`src/rtl/rtc_wake_pkg.sv`:
```
package rtc_wake_pkg;

  localparam int unsigned FIELD_W = 8;
  localparam int unsigned ADDR_W  = 3;
  localparam int unsigned NFIELDS = 3;

  localparam logic [ADDR_W-1:0] A_SEC  = 3'd0;
  localparam logic [ADDR_W-1:0] A_MIN  = 3'd1;
  localparam logic [ADDR_W-1:0] A_HOUR = 3'd2;
  localparam logic [ADDR_W-1:0] A_ASEC = 3'd3;
  localparam logic [ADDR_W-1:0] A_AMIN = 3'd4;
  localparam logic [ADDR_W-1:0] A_AHR  = 3'd5;
  localparam logic [ADDR_W-1:0] A_CTRL = 3'd6;

  localparam logic [FIELD_W-1:0] SEXA_TOP = 8'h59;
  localparam logic [FIELD_W-1:0] HOUR_TOP = 8'h23;

  // Upper bound of field g: seconds and minutes end at 59, hours at 23
  function automatic logic [FIELD_W-1:0] field_top(input int g);
    return (g == 2) ? HOUR_TOP : SEXA_TOP;
  endfunction

  // One BCD step: result[8] is the carry out, result[7:0] the next value
  function automatic logic [FIELD_W:0] bcd_step(input logic [FIELD_W-1:0] v,
                                                 input logic [FIELD_W-1:0] top);
    logic [3:0] hi;
    logic [3:0] lo;
    hi = v[7:4];
    lo = v[3:0];
    if (v == top)        return {1'b1, 8'h00};
    else if (lo == 4'd9) return {1'b0, hi + 4'd1, 4'd0};
    else                 return {1'b0, hi, lo + 4'd1};
  endfunction

endpackage

```
`src/rtl/rtc_prescaler.sv`:
```
module rtc_prescaler #(
  parameter int unsigned DIV = 32768
) (
  input  logic                       clk,
  input  logic                       rst_n,
  input  logic                       restart_i,
  output logic                       tick_o,
  output logic [$clog2(DIV)-1:0]     cnt_o
);
  localparam int unsigned CW = $clog2(DIV);
  localparam logic [CW-1:0] LAST = CW'(DIV - 1);

  logic [CW-1:0] cnt_q;
  logic          at_last;

  assign at_last = (cnt_q == LAST);
  // a time write in the final cycle swallows that tick
  assign tick_o  = at_last && !restart_i;
  assign cnt_o   = cnt_q;

  always_ff @(posedge clk or negedge rst_n) begin
    if (!rst_n)                    cnt_q <= '0;
    else if (restart_i || at_last) cnt_q <= '0;
    else                           cnt_q <= cnt_q + 1'b1;
  end
endmodule

```
`src/rtl/rtc_bcd_field.sv`:
```
module rtc_bcd_field
  import rtc_wake_pkg::*;
#(
  parameter logic [FIELD_W-1:0] TOP = 8'h59
) (
  input  logic               clk,
  input  logic               rst_n,
  input  logic               inc_i,
  input  logic               wr_i,
  input  logic [FIELD_W-1:0] wdata_i,
  output logic [FIELD_W-1:0] q_o,
  output logic [FIELD_W-1:0] nxt_o,
  output logic               carry_o
);
  logic [FIELD_W-1:0] q;
  logic [FIELD_W:0]   step;

  assign step    = bcd_step(q, TOP);
  assign nxt_o   = inc_i ? step[FIELD_W-1:0] : q;
  assign carry_o = inc_i && step[FIELD_W];
  assign q_o     = q;

  always_ff @(posedge clk or negedge rst_n) begin
    if (!rst_n)    q <= '0;
    else if (wr_i) q <= wdata_i;
    else           q <= nxt_o;
  end
endmodule

```
`src/rtl/rtc_irq_ctrl.sv`:
```
module rtc_irq_ctrl (
  input  logic clk,
  input  logic rst_n,
  input  logic match_i,
  input  logic ctrl_wr_i,
  input  logic clr_i,
  input  logic en_i,
  input  logic pwr_dn_i,
  output logic pending_o,
  output logic alarm_en_o,
  output logic oe_o
);
  logic pend_q;
  logic en_q;

  always_ff @(posedge clk or negedge rst_n) begin
    if (!rst_n) begin
      pend_q <= 1'b0;
      en_q   <= 1'b0;
    end else begin
      if (match_i)                 pend_q <= 1'b1;
      else if (ctrl_wr_i && clr_i) pend_q <= 1'b0;
      if (ctrl_wr_i)               en_q   <= en_i;
    end
  end

  assign pending_o  = pend_q;
  assign alarm_en_o = en_q;
  assign oe_o       = pend_q && (pwr_dn_i || en_q);
endmodule

```
`src/rtl/rtc_wake_ctrl.sv`:
```
module rtc_wake_ctrl
  import rtc_wake_pkg::*;
#(
  parameter int unsigned PRESCALE_DIV = 32768
) (
  input  logic              clk,
  input  logic              rst_n,
  input  logic              wr_en,
  input  logic [2:0]        addr,
  input  logic [7:0]        wdata,
  output logic [7:0]        rdata,
  input  logic              pwr_dn,
  output logic              irq_oe,
  output logic              irq_data
);
  localparam int unsigned CW = $clog2(PRESCALE_DIV);

  // named internal events, also observed by the checker
  logic          time_wr;
  logic          ctrl_wr;
  logic          tick;
  logic          alarm_hit;
  logic          pending;
  logic          alarm_en;
  logic          presc_at_zero;
  logic [CW-1:0] presc_cnt;

  logic [NFIELDS:0]   inc_chain;
  logic [FIELD_W-1:0] tq   [NFIELDS];
  logic [FIELD_W-1:0] tn   [NFIELDS];
  logic [FIELD_W-1:0] alm  [NFIELDS];
  logic [NFIELDS-1:0] fld_eq;

  assign time_wr       = wr_en && (addr <= A_HOUR);
  assign ctrl_wr       = wr_en && (addr == A_CTRL);
  assign presc_at_zero = (presc_cnt == '0);

  rtc_prescaler #(.DIV(PRESCALE_DIV)) u_presc (
    .clk      (clk),
    .rst_n    (rst_n),
    .restart_i(time_wr),
    .tick_o   (tick),
    .cnt_o    (presc_cnt)
  );

  assign inc_chain[0] = tick;

  for (genvar g = 0; g < NFIELDS; g++) begin : g_time
    rtc_bcd_field #(.TOP(field_top(g))) u_fld (
      .clk    (clk),
      .rst_n  (rst_n),
      .inc_i  (inc_chain[g]),
      .wr_i   (wr_en && (addr == ADDR_W'(g))),
      .wdata_i(wdata),
      .q_o    (tq[g]),
      .nxt_o  (tn[g]),
      .carry_o(inc_chain[g+1])
    );

    always_ff @(posedge clk or negedge rst_n) begin
      if (!rst_n)                                      alm[g] <= '0;
      else if (wr_en && (addr == ADDR_W'(g + NFIELDS))) alm[g] <= wdata;
    end

    assign fld_eq[g] = (tn[g] == alm[g]);
  end

  // compare the value the tick is about to load, so a match is seen once
  assign alarm_hit = tick && (&fld_eq);

  rtc_irq_ctrl u_irq (
    .clk       (clk),
    .rst_n     (rst_n),
    .match_i   (alarm_hit),
    .ctrl_wr_i (ctrl_wr),
    .clr_i     (wdata[0]),
    .en_i      (wdata[1]),
    .pwr_dn_i  (pwr_dn),
    .pending_o (pending),
    .alarm_en_o(alarm_en),
    .oe_o      (irq_oe)
  );

  assign irq_data = 1'b0;

  always_comb begin
    case (addr)
      A_SEC:   rdata = tq[0];
      A_MIN:   rdata = tq[1];
      A_HOUR:  rdata = tq[2];
      A_ASEC:  rdata = alm[0];
      A_AMIN:  rdata = alm[1];
      A_AHR:   rdata = alm[2];
      A_CTRL:  rdata = {6'b0, alarm_en, pending};
      default: rdata = 8'h00;
    endcase
  end

endmodule

```
`config.mk`:
```
export PLATFORM = sky130hd
export DESIGN_NAME = rtc_wake_ctrl
export DESIGN_NICKNAME = d
export VERILOG_FILES = /design/src/rtl/rtc_wake_pkg.sv /design/src/rtl/rtc_prescaler.sv /design/src/rtl/rtc_bcd_field.sv /design/src/rtl/rtc_irq_ctrl.sv /design/src/rtl/rtc_wake_ctrl.sv
export SDC_FILE = /design/constraint.sdc
export NUM_CORES = 1
export LEC_CHECK = 0
export BUFFER_PORTS_ARGS = -buffer_cell sky130_fd_sc_hd__buf_2
export CAP_MARGIN = 20
export CELL_PAD_IN_SITES_DETAIL_PLACEMENT = 1
export CELL_PAD_IN_SITES_GLOBAL_PLACEMENT = 1
export CORE_MARGIN = 4
export CORE_UTILIZATION = 30
export DETAILED_ROUTE_END_ITERATION = 7
export PLACE_DENSITY = 0.67
export SKIP_LAST_GASP = 1
export SYNTH_ARGS = -nofsm -noshare
export SYNTH_HDL_FRONTEND = slang
export SYNTH_SLANG_ARGS = --single-unit
```
`constraint.sdc`:
```
create_clock -name clk -period 3.86 [get_ports clk]
set_clock_uncertainty 0.15 [all_clocks]
set_input_delay 0.579 -clock clk [delete_from_list [all_inputs] [get_ports clk]]
set_output_delay 0.579 -clock clk [all_outputs]
set_load 0.05 [all_outputs]
```
==> impl_results.md, run 1 <==
* First-pass GRT wire length at 21700 µm
* DP Wirelength at 9910 µm
* Num rows at 43
* Met3 wire length at 513 µm
* Drt via density at 5.30
* Clk_lat worst skew at 340 ps
* H-Tree Level Count at 3
* Final cycle utilization of the critical path at around 87%
* Vias in the first global route at just under 4000
* R2r setup slk at between 400 and 500 ps
* #FFs+latches synth at 65
* Largest net degree at the start of global routing at 36
* Switch share at approximately 36%
* Clock network power share at around a third
* Share of cells above drive strength 1 at 16.8%
* Nets@finish at roughly 520
* Fin area at 0.00482 mm²
* Drt wl/cell at between 15 and 20 µm
* Post-synth EDFFs at 0
* Maxcap violations at 0
* # hold bufs at CTS at 0
* Vias post-DR at between 3000 and 4000
* Antenna diodes at 0
* Reg2reg path depth at 8
* Reg2Reg Launch Point: g_time[2].u_fld.q_o[0]
* Post-synth top area share at 38.5%
* Worst Path Class, Setup: reg -> reg
* Area of the multi-input gates at 0.00244 mm²
* Hold WC Path Type: in -> async
* Commonest cells after routing, fill and taps aside: nor2_1 (67), dfrtp_1 (65), a21oi_1 (35)
* RSZ-0062 raised after global routing: no
* Pwr per Cell Area at 498 mW/mm²
* Syn_nets at 498
* Worst Path Max Fanout at 8
* Clock tree buffer depth at 2
* Seq pwr share at 41.1%
* Cells after Synth at 470
* R2r endpoint: u_irq.pending_o
* CP top delay family: simple AND/OR/NAND/NOR gates
* Commonest non-fill, non-tap cell in the layout: nor2_1
* Register area share after synthesis at 38.5%
* Filler instances at 1611
* CTS root buf: clkbuf_16
* Critical path arrival at 3470 ps
* VDD IR max at 240 µV
* Final max-slew violation count at 0
* Buffers & Inverters on Critical Path at 0
* Outcome: finished clean
* CTS Buf Count at 9
* Area after DPL at 0.00453 mm²
* Yosys warns at 0
* Reg area at 0.00163 mm²
* Overflow after GRT at 0
* Clock sinks at 65
* Die extent in y at roughly 130 µm
* Core Region at 0.0138 mm²
* Resize count post-CTS at 0
* Drc violations at 0
* CP endpoint kind: flip-flop
* Metal-1 WL at 6390 µm
* Initial antenna violation count at 0
* Die ar. at 0.0161 mm²
* End point of the critical path: u_irq.pending_o
* I/O Pins at 25
* Post-synth top flop: dfrtp_1
* Worst-Margin Slew at 931 ps
* GRT Total Usage at roughly 18%
* Critical-path cell list: ha_1, or4b_2, o21ai_0, nand2_2, a21oi_2, xnor2_1, or4_1, o31ai_1
* Sw power at between 0.0008 and 0.0009 W
* Combinational power share at a little over a quarter
* CTS tree: yes
* Critical Path Start: g_time[2].u_fld.q_o[0]
* Area growth from synthesis to layout at 13.9%
* Max stage delay on crit path at 610 ps
* Final hold violation count at 0
* Met2 WL at 6210 µm
* Placed cell count at around 660
* Pwr Total at ~0.0024 W
* CTS clock-pin slew for the worst setup and hold paths at 60 ps
* Final setup viols at 0
* Post-CTS Setup Repair Bufs at 0
* Top cells by area, synth: dfrtp_1 (38%), nor2_1 (5.9%), mux2_2 (5.3%)
* DRT Pass-1 Iters at 4
* # port buffers at 23
* Critical Path Source Type: flip-flop
* Avg Inst Size Synth at 9.00 µm²
* Top routing layer used: met4
* Initial Util at 30.6%
* Int Pwr at approximately 0.0015 W
* Asr flop ratio synth at between 90% and 100%
* Slowest-stage cell, CP: or4b_2
* Path length in cells of the critical path at 8
* Setup total negative slack at 0 ps
* GP Congestion at 0.927
* Leakage power total at ~2 nW
* DRT iter0 DRCs at 262
* Max Fclk at just under 0.3 GHz
* Die W at 127 µm
* Finished Layout Cells at 675
* Post-synthesis cell area at approximately 0.0042 mm²
* Max-slew headroom at 37.4%
* Cell taking the most area after synthesis: dfrtp_1
* Unique cell type count in the Yosys netlist at about 60
* Post-Route WL at around 13000 µm
* Post-route antenna net violation count at 0
* Worst endpoint required time at slightly below 4000 ps
* Min Tclk post-route at between 3000 and 4000 ps
[cells in the mapped netlist, drive strengths merged, types with 7 or more instances]
library cell  count
o21ai            25
ha               13
xor2             17
nor3              8
buf               7
mux2i            21
inv              15
a21oi            36
nand2            32
xnor2            21
nor2             68
clkbuf           16
dfrtp            65
nand3            21
nand4             7
mux2             20
[registers in the layout (all words and copies together), names as in the netlist]
name and flops:
u_presc.cnt_o 15, g_time.u_fld.q_o 24, u_irq.alarm_en_o 1, alm 24, u_irq.pending_o 1
[metrics by stage]
stage          setup slack (ps)  hold WS (ps)  util, %
2_1_floorplan               735           133        -
3_3_place_gp                587           321     32.8
3_5_place_dp                544           340     32.8
4_1_cts                     510           199     34.8
5_1_grt                     242           239     34.8
6_report                    488           175     34.8
[worst min-delay path by stage]
| stage | from | endpoint | slack (ps) |
|---|---|---|---|
| after detailed placement | u_presc.cnt_o[0] | u_presc.cnt_o[0] | 340 |
| after global routing | rst_n | alm[2] | 240 |
| after global placement | u_presc.cnt_o[0] | u_presc.cnt_o[0] | 320 |
| final | rst_n | g_time[2].u_fld.q_o[5] | 180 |
| after CTS | rst_n | alm[4] | 200 |
| after floorplan | rst_n | alm[0] | 130 |
[routing by layer]
metal,vias up,track usage (%)
met2,67,27.9
met3,18,4.04
li1,1700,-
met1,1793,23.9
met5,-,0
met4,0,4.79
[worst reg2reg max path: cells and delay by family, from the launching register on]
| kind | cells | cell delay (ps) |
|---|---|---|
| XOR/XNOR | 1 | 100 |
| AO/OA/AOI/OAI | 3 | 1020 |
| flip-flops | 1 | 510 |
| adder cells (fa/ha/maj) | 1 | 270 |
| AND/OR/NAND/NOR | 3 | 1230 |
[power groups by stage]
stage | combinational [W] | clock (W) | sequential (W)
after floorplan | 0.000480 | 0 | 0.000926
after global placement | 0.000617 | 0 | 0.000985
after detailed placement | 0.000637 | 0 | 0.000992
after CTS | 0.000644 | 0.000799 | 0.000983
after global routing | 0.000707 | 0.000835 | 0.00101
final | 0.000640 | 0.000772 | 0.000985
[area by class of cell]
type	count	share of cell area, %
Timing Repair Buffer	32	3.79
Tap cell	180	4.68
Clock inverter	5	0.623
Clock buffer	11	5.25
Sequential cell	65	33.8
Inverter	15	1.17
Multi-Input combinational cell	367	50.7
[kinds of logic after synthesis]
group | share of synthesized area [%]
xor+xnor | 8.46
simple gates | 20.7
flops | 38.5
buf+inv | 3.76
mux | 10.3
fa+ha+maj | 3.85
compound gates | 14.4
other cells | 0.0887
Note: power is estimated with default switching activity, not from simulation.
==> inputs of run 2 (changes only) <==
--- a/config.mk
+++ b/config.mk
@@ -5,6 +5,7 @@
 export SDC_FILE = /design/constraint.sdc
 export NUM_CORES = 1
 export LEC_CHECK = 0
+export ABC_AREA = 1
 export BUFFER_PORTS_ARGS = -buffer_cell sky130_fd_sc_hd__buf_2
 export CAP_MARGIN = 20
 export CELL_PAD_IN_SITES_DETAIL_PLACEMENT = 1
@@ -12,7 +13,7 @@
 export CORE_MARGIN = 4
 export CORE_UTILIZATION = 30
 export DETAILED_ROUTE_END_ITERATION = 7
-export PLACE_DENSITY = 0.67
+export PLACE_DENSITY = 0.7
 export SKIP_LAST_GASP = 1
 export SYNTH_ARGS = -nofsm -noshare
 export SYNTH_HDL_FRONTEND = slang
==> impl_results.md, run 2 <==
* Outcome: finished clean
* GRT Total Usage at 19.3% (+1.8 points)
* Initial antenna violation count at 0 (unchanged)
* Register area share after synthesis at 37.5% (-0.99 points)
* Clock network power share at 35.5% (+3.3 points)
* Post-synth top area share at 37.5% (-0.99 points)
* CTS root buf: clkbuf_16
* Max-slew headroom at 33.1% (-4.4 points)
* Critical path arrival at 2150 ps (-1320 ps)
* Final max-slew violation count at 0 (unchanged)
* Post-synth EDFFs at 0 (unchanged)
* Worst endpoint required time at 3130 ps (-830 ps)
* CTS clock-pin slew for the worst setup and hold paths at 60 ps (about the same)
* Initial Util at 30.9% (+0.32 points)
* Maxcap violations at 0 (unchanged)
* Critical Path Source Type: input port
* #FFs+latches synth at 65 (unchanged)
* DRT iter0 DRCs at 272 (+3.8%)
* Worst Path Class, Setup: in -> out
* Die extent in y at 128 µm (+1.2%)
* Final setup viols at 0 (unchanged)
* Drt wl/cell at 17.9 µm (-9.0%)
* DRT Pass-1 Iters at 5 (+1)
* First-pass GRT wire length at 24500 µm (+13%)
* Post-route antenna net violation count at 0 (unchanged)
* Clk_lat worst skew at 360 ps (+20 ps)
* Vias in the first global route at 4537 (+17%)
* # hold bufs at CTS at 0 (unchanged)
* Combinational power share at 27.4% (+0.7 points)
* Nets@finish at 684 (+32%)
* Pwr per Cell Area at 518 mW/mm² (+4.0%)
* Num rows at 43 (unchanged)
* Post-synth top flop: dfrtp_1
* Reg area at 0.00163 mm² (unchanged)
* Vias post-DR at 4388 (+23%)
* Sw power at 0.000971 W (+14%)
* CTS tree: yes
* Unique cell type count in the Yosys netlist at 36 (-41%)
* Commonest cells after routing, fill and taps aside: nand2_1 (223), inv_1 (77), dfrtp_1 (65)
* Hold WC Path Type: in -> async
* GP Congestion at 0.869 (-6.2%)
* Overflow after GRT at 0 (unchanged)
* Area of the multi-input gates at 0.00237 mm² (-3.1%)
* Worst Path Max Fanout at 7 (-1)
* Hold slack at 213 ps (+37.6 ps)
* Post-CTS Setup Repair Bufs at 0 (unchanged)
* Post-Route WL at 15100 µm (+13%)
* Filler instances at 1768 (+9.7%)
* CTS Buf Count at 9 (unchanged)
* Largest net degree at the start of global routing at 38 (+5.6%)
* Synth top cells by count: nand2_1 (223), inv_1 (77), dfrtp_1 (65), o21ai_0 (57), nor2_1 (50)
* Worst-Margin Slew at 1000 ps (+69.1 ps)
* RSZ-0062 raised after global routing: no
* Syn_nets at 657 (+32%)
* Antenna diodes at 0 (unchanged)
* Share of cells above drive strength 1 at 9.53% (-7.2 points)
* Final cycle utilization of the critical path at 74.6% (-13 points)
* Drt via density at 5.22 (-1.6%)
* Die W at 128 µm (+1.2%)
* Int Pwr at 0.00161 W (+4.0%)
* Area growth from synthesis to layout at 14.7%
* Clock sinks at 65 (unchanged)
* H-Tree Level Count at 3 (unchanged)
* DP Wirelength at 11700 µm (+18%)
* Yosys warns at 0 (unchanged)
* VDD IR max at 185 µV (-23%)
* Avg Inst Size Synth at 6.90 µm² (-23%)
* Leakage power total at 2.56 nW (+24%)
* Resize count post-CTS at 0 (unchanged)
* Seq pwr share at 37.1% (-4.0 points)
* Cell taking the most area after synthesis: dfrtp_1
* Core Region at 0.0140 mm² (+1.6%)
* Clock tree buffer depth at 2 (unchanged)
* Post-synthesis cell area at 0.00434 mm² (+2.6%)
* Drc violations at 0 (unchanged)
* Asr flop ratio synth at 100% (unchanged)
* Die ar. at 0.0165 mm² (+2.5%)
* Setup total negative slack at 0 ps (unchanged)
* Top cells by area, synth: dfrtp_1 (37%), nand2_1 (19%), inv_1 (6.7%)
* Min Tclk post-route at 2880 ps (-491 ps)
* Final hold violation count at 0 (unchanged)
* CP endpoint kind: primary output
* Max Fclk at 0.347 GHz (+17%)
* Switch share at 37.7% (+2.1 points)
* I/O Pins at 25 (unchanged)
* Cells after Synth at 629 (+34%)
* # port buffers at 23 (unchanged)
* Commonest non-fill, non-tap cell in the layout: nand2_1
* Count leader, synth: nand2_1
## run 2: metal layers
metal | vias up | routed length, µm | GRT usage (%) | part of all wire (%)
li1 | 2092 | - | - | -
met1 | 2154 | 6910 | 26.5 | 46
met2 | 122 | 7030 | 30.9 | 47
met3 | 20 | 874 | 3.50 | 5.8
met4 | 0 | 278 | 5.81 | 1.8
met5 | - | 0 | 0 | 0
## run 2: cell families (layout without fill, tap and decap cells)
family	Yosys count	after routing	synth area share (%)
buffers and inverters	90	122	7.96
XOR/XNOR	10	10	2.02
AO/OA/AOI/OAI	89	89	11.9
AND/OR/NAND/NOR	361	361	36.8
adder cells (fa/ha/maj)	13	13	3.75
flip-flops	65	65	37.5
other	1	1	0.0864
## run 2: through the flow
| step | instance area, µm² | power, W | instances | setup slack (ps) | util (%) |
|---|---|---|---|---|---|
| after detailed placement | 4660 | 0.00166 | 825 | 1040 | 33.2 |
| after global routing | 4980 | 0.00273 | 841 | 875 | 35.4 |
| after global placement | 4660 | 0.00163 | 825 | 1060 | 33.2 |
| final | 4980 | 0.00258 | 841 | 979 | 35.4 |
| after CTS | 4980 | 0.00258 | 841 | 1020 | 35.4 |
| after floorplan | 4340 | 0.00141 | 629 | 1170 | - |
## run 2: path summary, 6_finish.rpt
path,startpoint,to,slack [ps],cells after the start
worst max-delay path,addr[1],rdata[4],980,10
worst min-delay path,rst_n,g_time[1].u_fld.q_o[1],210,1
worst max register to register,g_time[0].u_fld.q_o[1],u_irq.pending_o,1150,16
worst min register to register,u_presc.cnt_o[0],u_presc.cnt_o[0],320,1
max in group asynchronous,rst_n,u_presc.cnt_o[8],2410,2
min in group clk,u_presc.cnt_o[0],u_presc.cnt_o[0],320,1
## run 2: layout make-up
| type | count | share of cell area [%] |
|---|---|---|
| Clock buffer | 10 | 4.60 |
| Clock inverter | 6 | 1.84 |
| Inverter | 81 | 6.16 |
| Multi-Input combinational cell | 474 | 47.6 |
| Sequential cell | 65 | 32.7 |
| Tap cell | 180 | 4.52 |
| Timing Repair Buffer | 25 | 2.61 |
## run 2: power groups by stage
stage | clock, W | combinational, W | sequential, W
2_1_floorplan | 0 | 0.000507 | 0.000904
3_3_place_gp | 0 | 0.000665 | 0.000960
3_5_place_dp | 0 | 0.000692 | 0.000966
4_1_cts | 0.000927 | 0.000704 | 0.000954
5_1_grt | 0.000960 | 0.000799 | 0.000974
6_report | 0.000915 | 0.000705 | 0.000956
## run 2: worst max-delay path, stage by stage
cell and delay, ps:
buf_2 120, inv_1 50, nor2_1 60, nand2_1 280
inv_1 130, nand2_1 80, o221ai_1 110, a221oi_1 300
o21ai_0 190, buf_2 250
